==> src/rtl/lineTimerPkg.sv <==
`timescale 1ns/1ps
package lineTimerPkg;

  typedef enum logic {
    MODE_LINE  = 1'b0,
    MODE_CYCLE = 1'b1
  } countMode_t;

  typedef struct packed {
    logic latchLo;
    logic latchHi;
    logic loadCount;
    logic tick;
    logic clearIrq;
  } timerStrobes_t;

endpackage

==> src/rtl/lineTimerCtrl.sv <==
`timescale 1ns/1ps
module lineTimerCtrl
  import lineTimerPkg::*;
#(
  parameter int PRE_W       = 10,
  parameter int LINE_PERIOD = 341,
  parameter int LINE_STEP   = 3,
  parameter int MODE_BIT    = 2,
  parameter int EN_BIT      = 1,
  parameter int REARM_BIT   = 0
) (
  input  logic          clk,
  input  logic          rst,
  input  logic          wrLatchLo,
  input  logic          wrLatchHi,
  input  logic          wrCtrl,
  input  logic          wrAck,
  input  logic [2:0]    ctrlBits,
  output timerStrobes_t strobes
);

  localparam logic signed [PRE_W-1:0] PERIOD_S = PRE_W'(LINE_PERIOD);
  localparam logic signed [PRE_W-1:0] STEP_S   = PRE_W'(LINE_STEP);
  localparam logic signed [PRE_W-1:0] ZERO_S   = '0;

  countMode_t              mode;
  logic                    enable;
  logic                    rearm;
  logic signed [PRE_W-1:0] pre;
  logic signed [PRE_W-1:0] preStepped;
  logic                    lineDone;
  logic                    anyWrite;
  logic                    running;

  assign anyWrite   = wrCtrl | wrAck;
  assign running    = enable & ~anyWrite;
  assign preStepped = pre - STEP_S;
  assign lineDone   = (preStepped <= ZERO_S);

  always_ff @(posedge clk) begin
    if (rst) begin
      mode   <= MODE_LINE;
      enable <= 1'b0;
      rearm  <= 1'b0;
      pre    <= ZERO_S;
    end else if (wrCtrl) begin
      mode   <= countMode_t'(ctrlBits[MODE_BIT]);
      enable <= ctrlBits[EN_BIT];
      rearm  <= ctrlBits[REARM_BIT];
      if (ctrlBits[EN_BIT]) pre <= PERIOD_S;
    end else if (wrAck) begin
      enable <= rearm;
    end else if (running && mode == MODE_LINE) begin
      pre <= lineDone ? preStepped + PERIOD_S : preStepped;
    end
  end

  always_comb begin
    strobes.latchLo   = wrLatchLo;
    strobes.latchHi   = wrLatchHi;
    strobes.loadCount = wrCtrl & ctrlBits[EN_BIT];
    strobes.clearIrq  = anyWrite;
    strobes.tick      = running & ((mode == MODE_CYCLE) | lineDone);
  end

  a_r2_ctrl_fields: assert property (@(posedge clk) disable iff (rst)
    wrCtrl |=> (mode == countMode_t'($past(ctrlBits[MODE_BIT])))
               && (enable == $past(ctrlBits[EN_BIT]))
               && (rearm == $past(ctrlBits[REARM_BIT])));

  a_r3_pre_restart: assert property (@(posedge clk) disable iff (rst)
    (wrCtrl && ctrlBits[EN_BIT]) |=> (pre == PERIOD_S));

  a_r4_pre_range: assert property (@(posedge clk) disable iff (rst)
    (pre >= ZERO_S) && (pre <= PERIOD_S));

  a_r8_ack_copy: assert property (@(posedge clk) disable iff (rst)
    (wrAck && !wrCtrl) |=> (enable == $past(rearm)));

  a_r9_pre_hold: assert property (@(posedge clk) disable iff (rst)
    (!enable && !wrCtrl && !wrAck) |=> $stable(pre));

  a_r12_no_tick_on_write: assert property (@(posedge clk) disable iff (rst)
    (wrCtrl || wrAck) |-> !strobes.tick);

endmodule

==> src/rtl/lineTimerData.sv <==
`timescale 1ns/1ps
module lineTimerData
  import lineTimerPkg::*;
#(
  parameter int CNT_W = 8,
  parameter int NIB_W = 4
) (
  input  logic             clk,
  input  logic             rst,
  input  timerStrobes_t    strobes,
  input  logic [NIB_W-1:0] nibble,
  output logic             irq
);

  localparam logic [CNT_W-1:0] CNT_TOP = '1;

  logic [CNT_W-1:0] latch;
  logic [CNT_W-1:0] count;
  logic             atTop;

  assign atTop = (count == CNT_TOP);

  always_ff @(posedge clk) begin
    if (rst) begin
      latch <= '0;
    end else begin
      if (strobes.latchLo) latch[NIB_W-1:0]     <= nibble;
      if (strobes.latchHi) latch[CNT_W-1:NIB_W] <= nibble;
    end
  end

  always_ff @(posedge clk) begin
    if (rst) begin
      count <= '0;
      irq   <= 1'b0;
    end else begin
      if (strobes.loadCount) begin
        count <= latch;
      end else if (strobes.tick) begin
        count <= atTop ? latch : count + 1'b1;
      end
      if (strobes.clearIrq) begin
        irq <= 1'b0;
      end else if (strobes.tick && atTop) begin
        irq <= 1'b1;
      end
    end
  end

  a_r1_latch_low: assert property (@(posedge clk) disable iff (rst)
    strobes.latchLo |=> (latch[NIB_W-1:0] == $past(nibble)));

  a_r1_latch_high: assert property (@(posedge clk) disable iff (rst)
    strobes.latchHi |=> (latch[CNT_W-1:NIB_W] == $past(nibble)));

  a_r6_wrap_reload: assert property (@(posedge clk) disable iff (rst)
    (strobes.tick && atTop && !strobes.loadCount) |=> (irq && count == $past(latch)));

  a_r7_increment: assert property (@(posedge clk) disable iff (rst)
    (strobes.tick && !atTop && !strobes.loadCount) |=> (count == $past(count) + 1'b1));

  a_r9_count_hold: assert property (@(posedge clk) disable iff (rst)
    (!strobes.tick && !strobes.loadCount) |=> $stable(count));

  a_r10_irq_level: assert property (@(posedge clk) disable iff (rst)
    (irq && !strobes.clearIrq) |=> irq);

  a_r2_irq_clear: assert property (@(posedge clk) disable iff (rst)
    strobes.clearIrq |=> !irq);

endmodule

==> src/rtl/lineIrqTimer.sv <==
`timescale 1ns/1ps
module lineIrqTimer
  import lineTimerPkg::*;
#(
  parameter int DATA_W      = 8,
  parameter int CNT_W       = 8,
  parameter int PRE_W       = 10,
  parameter int LINE_PERIOD = 341,
  parameter int LINE_STEP   = 3
) (
  input  logic              clk,
  input  logic              rst,
  input  logic              wrLatchLo,
  input  logic              wrLatchHi,
  input  logic              wrCtrl,
  input  logic              wrAck,
  input  logic [DATA_W-1:0] wrData,
  output logic              irq
);

  localparam int NIB_W = CNT_W / 2;

  timerStrobes_t strobes;
  logic          unusedDataHigh;

  assign unusedDataHigh = ^wrData[DATA_W-1:NIB_W];

  lineTimerCtrl #(
    .PRE_W       (PRE_W),
    .LINE_PERIOD (LINE_PERIOD),
    .LINE_STEP   (LINE_STEP)
  ) u_ctrl (
    .clk       (clk),
    .rst       (rst),
    .wrLatchLo (wrLatchLo),
    .wrLatchHi (wrLatchHi),
    .wrCtrl    (wrCtrl),
    .wrAck     (wrAck),
    .ctrlBits  (wrData[2:0]),
    .strobes   (strobes)
  );

  lineTimerData #(
    .CNT_W (CNT_W),
    .NIB_W (NIB_W)
  ) u_data (
    .clk     (clk),
    .rst     (rst),
    .strobes (strobes),
    .nibble  (wrData[NIB_W-1:0]),
    .irq     (irq)
  );

  a_r11_reset_quiet: assert property (@(posedge clk) rst |=> !irq);

endmodule

==> config.mk <==
export PLATFORM = sky130hd
export DESIGN_NAME = lineIrqTimer
export DESIGN_NICKNAME = d
export VERILOG_FILES = /design/src/rtl/lineTimerPkg.sv /design/src/rtl/lineTimerCtrl.sv /design/src/rtl/lineTimerData.sv /design/src/rtl/lineIrqTimer.sv
export SDC_FILE = /design/constraint.sdc
export NUM_CORES = 1
export LEC_CHECK = 0
export BUFFER_PORTS_ARGS = -buffer_cell sky130_fd_sc_hd__buf_2
export CAP_MARGIN = 20
export CORE_MARGIN = 8
export CORE_UTILIZATION = 65
export DETAILED_ROUTE_END_ITERATION = 8
export PLACE_DENSITY = 0.85
export SLEW_MARGIN = 20
export SYNTH_ARGS = -nofsm -noshare
export SYNTH_HDL_FRONTEND = slang
export SYNTH_SLANG_ARGS = --single-unit
==> constraint.sdc <==
create_clock -name clk -period 6.3 [get_ports clk]
set_input_delay 1.26 -clock clk [delete_from_list [all_inputs] [get_ports clk]]
set_output_delay 1.26 -clock clk [all_outputs]
set_load 0.02 [all_outputs]
Word-level counts from Yosys, hierarchy flattened
Cells that the tools add are included.

Logic and storage cells: 39. Register bits: 30.

Muxes and demuxes: 10. Add/subtract/negate cells: 3. Bitwise operators: 7. $lt $le $gt $ge: 1. Reduce and logical (&&, ||, !) cells: 7. Equal/unequal tests: 3.

Operators by type and width (number): $mux 10 (5); $mux 8 (3); $add 10x10->10 const B (1); $le 10x1->1 const B (1); $sub 10x3->10 const B (1); $add 8x1->8 const B (1); $eq 8x8->1 const B (1); $reduce_bool 2->1 (3); $and 1x1->1 (3); $reduce_and 3->1 (1); $logic_and 1x1->1 (2); $mux 1 (2); $ne 2x1->1 const B (1); $ne 2x2->1 const B (1); $not 1->1 (2); $or 1x1->1 (2); $reduce_or 2->1 (1).

Longest topological paths before layout
Word-level depth: 7. Depth in mapped cells: 9. Gate-level depth less buffers: 8.

Hierarchy
From an unflattened synthesis, not the netlist that was laid out.

Cell total of the unflattened synthesis: 220. Area, all modules: 1889.3 µm².

Modules (own cells, without submodules): lineTimerCtrl (cells an instance 124, sequential area each 260.2 µm², area each 1012.2 µm², times used 1); lineTimerData (cells an instance 96, sequential area each 340.3 µm², area each 877.1 µm², times used 1).

Worst setup path after synthesis
No wires, ideal clock.

Path type: input-to-reg. From: input port wrCtrl. To: register u_ctrl.pre[4]. Path buffers: 1. Setup time: 0.062 ns. Required time: 6.238 ns. Arrival: 2.958 ns. Setup slack: 3.279 ns. Stages on the path: 7. Cells stage by stage: clkbuf_1 nor3b_1 nand2_1 a211oi_1 o221a_2 o2111ai_1 nand3_1.

Cells in the longest elaborated chain, start to end: 6. Elaborated cells between the ends (all ways): 9. Those cells by class: 2 x eq/ne; 1 x mux; 3 x bitwise; 3 x reduce/logical.

RTL lines: start: declaration (line lineIrqTimer.sv:15) `input logic wrCtrl,`; $or 1x1->1 (line lineTimerCtrl.sv:35) `assign anyWrite = wrCtrl | wrAck;`; $not 1->1 (line lineTimerCtrl.sv:36) `assign running = enable & ~anyWrite;`; $and 1x1->1 (line lineTimerCtrl.sv:36); $logic_and 1x1->1 (line lineTimerCtrl.sv:53) `end else if (running && mode == MODE_LINE) begin`; $reduce_bool 2->1 (no source line); $reduce_and 3->1 (no source line); end signal: assignment (line lineTimerCtrl.sv:54) `pre <= lineDone ? preStepped + PERIOD_S : preStepped;`; end: declaration (line lineTimerCtrl.sv:29) `logic signed [PRE_W-1:0] pre;`.

Several ways; a longest one is shown, not always the timed one. A chain may end at the register's enable or synchronous reset.

Final worst setup path
From: input port wrCtrl. To: register u_ctrl.pre[9].

Same word-level chain as after synthesis.

==> reports/qor.yml <==
mostFrequentLayoutCells: "nor2_1, nand2_1, dfxtp_1"
clkSlewWorstSetupHoldPaths_ns: 0.11
arrival_ns: 3.37
drc: 0
grt_pass1_wl_microns: 9729
outcome: "completed"
drt_iter0_markers: 386
synth_area_sq_um: 2296
clockBufferDepth: 2
place_congestion: 0.9410
crit_fanout: 10
yosys_warnings: 0
core_sq_um: 3363
drive_above_1_share_pct: 11.71
setup_violations: 0
gr-total-overflow: 0
dp_hpwl_microns: 3875
drv_cap: 0
htreeDepth: 2
fin_skew_ns: 0.009546
postCtsSetupBuffers: 0
relSlewSlack_pct: 34.89
dieArea_sq_um: 5690
dr_wl_met2_microns: 2362
synth_cell_types: 63
dr.max_layer_used: "met4"
powerDensity_nw_per_um2: 245.7
syn_nets: 320
crit_type: "input pin to register"
final_max_slew_viol_count: 0
pre_cts_ws_ns: 2.897
numPortBuffers: 10
drtPass1Iterations: 5
synth_seq_cells: 30
place_area_sq_um: 2298
fill_cells: 285
first_global_vias: 2083
vias_per_cell: 6.777
fp.dieH_microns: 75.43
ctsRootBufferMaster: "clkbuf_4"
final_common_cell: "nor2_1"
initial_core_util_pct: 68.27
period_share_pct: 49.84
tritoncts: "yes"
crit_slowest_cell: "nor3b_1"
totalWireLength_microns: 5635
crit_buf_inv: 1
cts-resized-gates: 0
dieWidth_microns: 75.43
vdd_drop_max_mv: 0.1468
hold_viol_final: 0
holdCritPathClass: "register to register"
fin_area_sq_um: 2410
rsz0062_at_grt: "false"
areaGrowthSynthToFinish_pct: 4.959
cts_buffers: 5
grt_antenna_before_repair: 0
antenna_cells: 0
routedWlPerCell_microns: 16.33
synth_edf_count: 0
slowest_delay_ns: 0.68
rows: 21
ys_async_sr_fraction_pct: 0
crit_family: "simple AND/OR/NAND/NOR gates"
seq_area_frac_synth_pct: 26.16
syn_inst: 303
synth-main-ff-cell: "dfxtp_1"
max_freq_ghz: 0.3185
power.leakage_uw: 0.0008618
cpMostUsedCell: "nand2_1"
cts_sinks: 30
cp-start-kind: "input pin"
period_needed_ns: 3.140
drt-met1-wl_microns: 2630
worstMarginPinSlew_ns: 0.9521
vias: 2338
layout.nets: 315
worst_slack_ns: 3.160
cts_hold_buf: 0
tns_ns: 0
multiInputGateArea_sq_um: 1553
track_usage_pct: 21.57
required_ns: 6.53
end_kind: "register"
crit_chain: "buf_2, nor3b_1, nand2_1, nand2_1, nor2_1, a31oi_1, o21ai_0"
seq_area_sq_um: 600.6
ios: 15
avgSynthCellArea_sq_um: 7.577
final_antenna_net_count: 0
met3_length_microns: 518
clk_latency_ns: 0.35
grt_start_max_net_pins: 28
-- through the flow --
step / utilization [%] / total power [uW] / std cells / hold slack [ns]
floorplan: - / 361.9 / 303 / 0.4601
global placement: 68.34 / 377.3 / 337 / 0.4721
detailed placement: 68.34 / 380.6 / 337 / 0.4811
CTS: 71.65 / 589.3 / 345 / 0.4951
global route: 71.65 / 621.9 / 345 / 0.5255
finish: 71.65 / 592.0 / 345 / 0.4956
-- power by group --
part / internal, uW / switching, uW / total (uW)
clock network: 134 / 76.7 / 211
logic: 63.6 / 90.9 / 154
registers: 201 / 25.2 / 226
-- registers in the layout, indices dropped and copies added, names as in the netlist --
register	cells
u_ctrl.enable	1
u_ctrl.mode	1
u_ctrl.pre	10
u_ctrl.rearm	1
u_data.count	8
u_data.irq	1
u_data.latch	8
-- cell usage after synthesis, types with 3 or more instances --
library cell  number  area [sq um]
o21ai_1            3         15.01
nor4_1             3         18.77
inv_1             10         37.54
nor2_1            37         138.9
or3_1              6         37.54
mux2i_1           13         130.1
a31oi_1            5         31.28
dfxtp_1           30         600.6
a211oi_1           8         60.06
nand2_1           31         116.4
nor3_1             9         45.04
and3_1             3         18.77
o211ai_1           5         37.54
o21ai_0           14         70.07
nand3_1            9         45.04
a21oi_1           21         105.1
a2111o_1           4         45.04
buf_1              3         11.26
xnor2_1            3         26.28
clkbuf_1          16         60.06
ha_1               3         37.54
a2111oi_0          3         26.28
nand4_1            5         31.28
buf_6              3         33.78
-- worst reg2reg max path, delay by kind of cell, from the launching register on --
| family | cells | cell delay [ns] |
|---|---|---|
| and+or+nand+nor | 2 | 0.97 |
| AOI/OAI and AO/OA | 4 | 0.85 |
| adders and majority gates | 1 | 0.52 |
| DFF | 1 | 0.48 |
-- logic make-up (layout without fill, tap and decap cells) --
| group | Yosys count | in the layout | synth area share (%) |
|---|---|---|---|
| and+or+nand+nor | 118 | 118 | 25.50 |
| AOI/OAI and AO/OA | 102 | 102 | 32.92 |
| buffers and inverters | 32 | 28 | 6.213 |
| DFF | 30 | 30 | 26.16 |
| muxes | 13 | 13 | 5.667 |
| xor gates and xnor gates | 5 | 5 | 1.908 |
| adders and majority gates | 3 | 3 | 1.635 |
-- routing by layer --
layer  GRT usage [%]  vias to the layer above
li1                -                     1132
met1           30.10                     1061
met2           31.93                      125
met3           4.737                       20
met4           6.610                        0
met5               0                        -
-- final cells by class --
type,instances,share of cell area [%]
clock inverter,2,2.492
timing repair buffer,10,2.077
clock buffer,6,2.129
inverter,10,1.558
sequential,30,24.92
multi-input combinational,241,64.43
tap,46,2.388
-- path summary, 6_finish.rpt --
kind	start	end	slack [ns]	cells past startpoint
max	wrCtrl	u_ctrl.pre[9]	3.16	7
min	u_data.irq	u_data.irq	0.50	2
max reg2reg	u_ctrl.pre[0]	u_ctrl.pre[6]	3.38	7
min reg2reg	u_data.irq	u_data.irq	0.50	2
(Power assumes the default switching activity.)
